[src/rtl/tsg_pkg.sv]
package tsg_pkg;
  typedef enum logic {
    MODE_GATED  = 1'b0,
    MODE_RESUME = 1'b1
  } slave_mode_e;
endpackage

[src/rtl/tsg_sync.sv]
module tsg_sync #(
  parameter int STAGES = 2
) (
  input  logic clk,
  input  logic rst,
  input  logic d,
  output logic q
);
  logic [STAGES-1:0] chain;

  generate
    if (STAGES == 1) begin : g_one
      always_ff @(posedge clk) begin
        if (rst) chain <= '0;
        else     chain <= d;
      end
    end else begin : g_many
      always_ff @(posedge clk) begin
        if (rst) chain <= '0;
        else     chain <= {chain[STAGES-2:0], d};
      end
    end
  endgenerate

  assign q = chain[STAGES-1];
endmodule

[src/rtl/tsg_trig_front.sv]
module tsg_trig_front #(
  parameter int NUM_SRC = 4,
  parameter int SEL_W   = 2,
  parameter int STAGES  = 2
) (
  input  logic               clk,
  input  logic               rst,
  input  logic [NUM_SRC-1:0] trig_in,
  input  logic [SEL_W-1:0]   src_sel,
  input  logic               trig_inv,
  output logic               lvl,
  output logic               rise
);
  logic raw;
  logic lvl_prev;

  assign raw = trig_in[src_sel] ^ trig_inv;

  tsg_sync #(.STAGES(STAGES)) u_sync (
    .clk (clk),
    .rst (rst),
    .d   (raw),
    .q   (lvl)
  );

  always_ff @(posedge clk) begin
    if (rst) lvl_prev <= 1'b0;
    else     lvl_prev <= lvl;
  end

  assign rise = lvl & ~lvl_prev;

  AST_RISE_SINGLE: assert property (@(posedge clk) disable iff (rst)
    rise |=> !rise);
endmodule

[src/rtl/tsg_enable_ctl.sv]
module tsg_enable_ctl
  import tsg_pkg::*;
#(
  parameter int SEL_W    = 2,
  parameter int EDGE_SRC = 0,
  parameter int SWEV_SRC = 3
) (
  input  logic             clk,
  input  logic             rst,
  input  slave_mode_e      mode,
  input  logic [SEL_W-1:0] src_sel,
  input  logic             lvl,
  input  logic             rise,
  input  logic             sw_stop,
  output logic             en
);
  logic edge_src_bar;
  logic swev_src_bar;

  assign edge_src_bar = (src_sel == SEL_W'(EDGE_SRC));
  assign swev_src_bar = (src_sel == SEL_W'(SWEV_SRC));

  always_ff @(posedge clk) begin
    if (rst) begin
      en <= 1'b0;
    end else if (mode == MODE_GATED) begin
      en <= lvl & ~edge_src_bar;
    end else if (sw_stop) begin
      en <= 1'b0;
    end else if (rise && !swev_src_bar) begin
      en <= 1'b1;
    end
  end

  AST_RESUME_NO_STOP: assert property (@(posedge clk) disable iff (rst)
    (mode == MODE_RESUME && en && !sw_stop) |=> en);
  AST_SW_STOP: assert property (@(posedge clk) disable iff (rst)
    (mode == MODE_RESUME && sw_stop) |=> !en);
  AST_GATED_EDGE_BAR: assert property (@(posedge clk) disable iff (rst)
    (mode == MODE_GATED && edge_src_bar) |=> !en);
  AST_SWEV_NO_RESUME: assert property (@(posedge clk) disable iff (rst)
    (mode == MODE_RESUME && swev_src_bar && !en) |=> !en);
endmodule

[src/rtl/tsg_counter.sv]
module tsg_counter #(
  parameter int CNT_W = 16
) (
  input  logic             clk,
  input  logic             rst,
  input  logic             en,
  output logic [CNT_W-1:0] cnt
);
  always_ff @(posedge clk) begin
    if (rst)     cnt <= '0;
    else if (en) cnt <= cnt + 1'b1;
  end

  AST_STEP_ONE: assert property (@(posedge clk) disable iff (rst)
    en |=> cnt == $past(cnt) + 1'b1);
  AST_HOLD_VALUE: assert property (@(posedge clk) disable iff (rst)
    !en |=> $stable(cnt));
endmodule

[src/rtl/tsg_top.sv]
module tsg_top
  import tsg_pkg::*;
#(
  parameter int CNT_W       = 16,
  parameter int NUM_SRC     = 4,
  parameter int SYNC_STAGES = 2,
  parameter int EDGE_SRC    = 0,
  parameter int SWEV_SRC    = 3,
  localparam int SEL_W      = (NUM_SRC > 1) ? $clog2(NUM_SRC) : 1
) (
  input  logic               clk,
  input  logic               rst,
  input  logic [NUM_SRC-1:0] trig_in,
  input  logic [SEL_W-1:0]   src_sel,
  input  logic               trig_inv,
  input  logic               mode,
  input  logic               sw_stop,
  input  logic               flag_clr,
  output logic [CNT_W-1:0]   cnt,
  output logic               cnt_en,
  output logic               trig_flag
);
  logic        lvl;
  logic        rise;
  slave_mode_e mode_e;

  assign mode_e = slave_mode_e'(mode);

  tsg_trig_front #(
    .NUM_SRC (NUM_SRC),
    .SEL_W   (SEL_W),
    .STAGES  (SYNC_STAGES)
  ) u_front (
    .clk      (clk),
    .rst      (rst),
    .trig_in  (trig_in),
    .src_sel  (src_sel),
    .trig_inv (trig_inv),
    .lvl      (lvl),
    .rise     (rise)
  );

  tsg_enable_ctl #(
    .SEL_W    (SEL_W),
    .EDGE_SRC (EDGE_SRC),
    .SWEV_SRC (SWEV_SRC)
  ) u_enable (
    .clk     (clk),
    .rst     (rst),
    .mode    (mode_e),
    .src_sel (src_sel),
    .lvl     (lvl),
    .rise    (rise),
    .sw_stop (sw_stop),
    .en      (cnt_en)
  );

  tsg_counter #(.CNT_W(CNT_W)) u_counter (
    .clk (clk),
    .rst (rst),
    .en  (cnt_en),
    .cnt (cnt)
  );

  always_ff @(posedge clk) begin
    if (rst)           trig_flag <= 1'b0;
    else if (rise)     trig_flag <= 1'b1;
    else if (flag_clr) trig_flag <= 1'b0;
  end

  AST_FLAG_STICKY: assert property (@(posedge clk) disable iff (rst)
    (trig_flag && !flag_clr) |=> trig_flag);
  AST_FLAG_SET_WINS: assert property (@(posedge clk) disable iff (rst)
    (rise && flag_clr) |=> trig_flag);
endmodule

[config.mk]
export PLATFORM = sky130hd
export DESIGN_NAME = tsg_top
export DESIGN_NICKNAME = d
export VERILOG_FILES = /design/src/rtl/tsg_pkg.sv /design/src/rtl/tsg_sync.sv /design/src/rtl/tsg_trig_front.sv /design/src/rtl/tsg_enable_ctl.sv /design/src/rtl/tsg_counter.sv /design/src/rtl/tsg_top.sv
export SDC_FILE = /design/constraint.sdc
export NUM_CORES = 1
export LEC_CHECK = 0
export ABC_AREA = 1
export CORE_MARGIN = 5
export CORE_UTILIZATION = 35
export CTS_BUF_LIST = sky130_fd_sc_hd__clkbuf_2 sky130_fd_sc_hd__clkbuf_4 sky130_fd_sc_hd__clkbuf_8
export DETAILED_ROUTE_END_ITERATION = 8
export PLACE_DENSITY_LB_ADDON = 0.3
export SLEW_MARGIN = 20
export SYNTH_ARGS = -nofsm -noshare
export SYNTH_HDL_FRONTEND = slang
export SYNTH_SLANG_ARGS = --single-unit
[constraint.sdc]
create_clock -name clk -period 1.55 [get_ports clk]
set_input_delay 0.155 -clock clk [delete_from_list [all_inputs] [get_ports clk]]
set_output_delay 0.155 -clock clk [all_outputs]
set_load 0.01 [all_outputs]
==> results.cfg <==
[route]
via_per_inst = 4.81
drtAntennaViolNets = 0
first_iter_violations = 11
vias = 1049
firstDrtPassIters = 4
wire_per_inst_um = 10.5
routed_wl_um = 2280
drc = 0

[timing]
setup_viol = 0
layout_min_cycle_time_ns = 1.47
finalClockSkew_ns = 0.00250
max_freq_mhz = 681
period_share_pct = 94.8
maxSlewViolCount = 0
worst-slew-pin-transition_ns = 0.327
relSlewSlack_pct = 78.1
hold_viol = 0
timing.setup.tns_ns = 0
grt_setup_unrepaired = no

[global_routing]
grt-ovfl-total = 0
grt_usage_pct = 12.3
antenna_found_initial = 0
grt_max_degree = 12
grt_pass1_wl_um = 4080
grt_pass1_vias = 1036

[yosys]
synth.area.top_cells = dfxtp_1 (42%), nand2_1 (15%), nor2_1 (12%), inv_1 (8.6%), a21oi_1 (4.0%)
yosysSeqAreaShare_pct = 42.0
syn_area_mm2 = 0.00100
synth_area_per_cell_um2 = 6.54
syn_nets = 166
ys_async_sr_fraction_pct = 0
yosys_warnings = 0
synth_top_cell_area_share_pct = 42.0
syn_inst = 153
synth_ff_type = dfxtp_1
synthTopCellsByCount = nand2_1 (40), nor2_1 (33), inv_1 (23), dfxtp_1 (21), a21oi_1 (8)
ys_ff_latch = 21
yosys.area.top_type = dfxtp_1
yosysMostFrequentCell = nand2_1
ys_types = 18
synth-edff-count = 0

[layout]
postLayoutCoreUtil_pct = 49.7
drive_above_1_share_pct = 6.95
area_growth_syn_to_layout_pct = 37.0
finalNetCount = 201
regArea_um2 = 422
antennaDiodeCount = 0
multi_input_area_um2 = 489
fill_cells = 282
final_cell_count_no_fill = 218

[clocking]
clk_path_buf_depth = 2
postCtsSetupBuffers = 0
numCtsBuffers = 3
tritoncts = built
cts_sinks = 21
clock-root-buffer = clkbuf_4
htreeDepth = 1
clkLatencyLatePin_ns = 0.30
holdBufCountCts = 0
path_clk_slew_ns = 0.11

[critical_path]
r2r_start = u_counter.cnt[0]$_SDFFE_PP0P_
reg2reg_slack_ns = 0.22
cp_cell_sequence = clkdlybuf4s50_1
cp.arrival_ns = 1.31
reg2reg_depth = 6
crit_family = buffers and inverters
endpoint_kind = output port
crit_type = reg2out
slowest_stage = clkdlybuf4s50_1
path_max_fanout = 5
cp.required_ns = 1.39
critPathLaunchType = flip-flop
max_stage_delay_ns = 0.57
crit_buf_inv = 1
r2r_end = u_counter.cnt[8]$_SDFFE_PP0P_

[power]
p_leak_uw = 0.000545
internal_power_uw = 715
power_switching_share_pct = 22.3
p_switching_uw = 205
power.share.combinational_pct = 9.3
ir_drop_uv = 452
pwr-share-seq_pct = 60.3
p_per_area_mw_per_mm2 = 670
power.share.clock_pct = 30.4

[job]
maxCapViolCount = 0

[placement]
dp.cells = 214
hpwl_um = 1870
port_buffers = 29
gp_congestion = 0.771

[floorplanning]
die_w_um = 63.5
core-area_mm2 = 0.00276
ioPinCount = 30
rows = 19
dieHeight_um = 63.5
die_area_mm2 = 0.00403
start_util_pct = 36.3

[hold_path]
min_from = u_front.u_sync.chain[0]$_SDFF_PP0_
min_path_type = reg2reg
worstHoldPathCells = 2
holdPathEnd = u_front.u_sync.chain[1]$_SDFF_PP0_

[run_status]
status = finished, final reports clean
[flip-flops by register name, indices dropped and copies added, names as in the netlist]
signal,flops
u_front.lvl_prev,1
u_front.u_sync.chain,2
u_enable.en,1
u_counter.cnt,16
trig_flag,1
[worst register-to-register path, stage by stage, from the launching register on]
cell	delay [ns]
dfxtp_1	0.42
ha_1	0.22
nand3_2	0.13
nor2_1	0.14
nand2_1	0.10
o21ai_0	0.17
a21oi_1	0.06
[routing by layer]
metal,vias up,track usage [%],wire length (um)
li1,542,-,-
met1,475,13.4,973
met2,28,21.7,1150
met3,4,3.20,133
met4,0,5.71,22
met5,-,0,0
[cells by family after synthesis]
family | count (synthesis) | synth area share, %
DFF | 21 | 42.0
AOI/OAI and AO/OA | 17 | 9.50
adders and majority gates | 1 | 1.25
xor gates and xnor gates | 1 | 0.875
buffers and inverters | 24 | 9.12
and+or+nand+nor | 89 | 37.2
[how the worst max path moves through the flow]
stage / from / endpoint / slack (ns) / depth (start not counted)
2_1_floorplan: u_counter.cnt[0]$_SDFFE_PP0P_ / u_counter.cnt[8]$_SDFFE_PP0P_ / 0.31 / 6
6_report: u_counter.cnt[7]$_SDFFE_PP0P_ / cnt[7] / 0.08 / 1
5_1_grt: u_counter.cnt[7]$_SDFFE_PP0P_ / cnt[7] / 0.03 / 1
3_5_place_dp: u_counter.cnt[0]$_SDFFE_PP0P_ / u_counter.cnt[8]$_SDFFE_PP0P_ / 0.23 / 6
3_3_place_gp: u_counter.cnt[0]$_SDFFE_PP0P_ / u_counter.cnt[8]$_SDFFE_PP0P_ / 0.32 / 6
4_1_cts: u_counter.cnt[7]$_SDFFE_PP0P_ / cnt[7] / 0.07 / 1
[metrics by stage]
| step | total power, uW | setup slack [ns] | cell area (um^2) | hold WS, ns |
|---|---|---|---|---|
| after floorplan | 601 | 0.308 | 1000 | 0.224 |
| after global placement | 650 | 0.321 | 1340 | 0.402 |
| after detailed placement | 653 | 0.226 | 1340 | 0.400 |
| after CTS | 935 | 0.0662 | 1370 | 0.414 |
| after global routing | 975 | 0.0346 | 1370 | 0.443 |
| final | 919 | 0.0813 | 1370 | 0.417 |
[power groups by stage]
| stage | logic (uW) | registers [uW] | clock network (uW) |
|---|---|---|---|
| 2_1_floorplan | 33.0 | 568 | 0 |
| 3_3_place_gp | 83.6 | 566 | 0 |
| 3_5_place_dp | 85.9 | 567 | 0 |
| 4_1_cts | 86.2 | 555 | 294 |
| 5_1_grt | 95.9 | 556 | 323 |
| 6_report | 85.5 | 555 | 279 |
[cells in the final DEF, fill, tap and decap left out]
cell type	n
dfxtp_2	1
nor3_1	1
inv_1	23
ha_1	1
nor2_1	33
o21ai_0	5
clkbuf_4	4
dfxtp_1	20
nor2_4	1
a21oi_1	8
nand2_2	2
o211ai_1	3
nand3_2	1
xor2_1	1
nand4_1	2
buf_4	2
nand2_1	40
clkdlybuf4s50_1	29
nand3_1	7
o21a_1	1
nor2_2	2
[timing repair]
| action | in CTS | in global routing |
|---|---|---|
| gates resized for setup | 1 | 0 |
| endpoints found under the hold margin | 0 | 0 |
| setup endpoints to repair | 1 | 0 |
[cell type report]
class	instances	share of cell area (%)
clock buffers	4	2.19
multi-input cells	108	35.7
flip-flops and latches	21	30.7
repair buffers	31	22.3
inverters	23	6.30
well taps	31	2.83
Note: power is estimated with default switching activity, not from simulation.
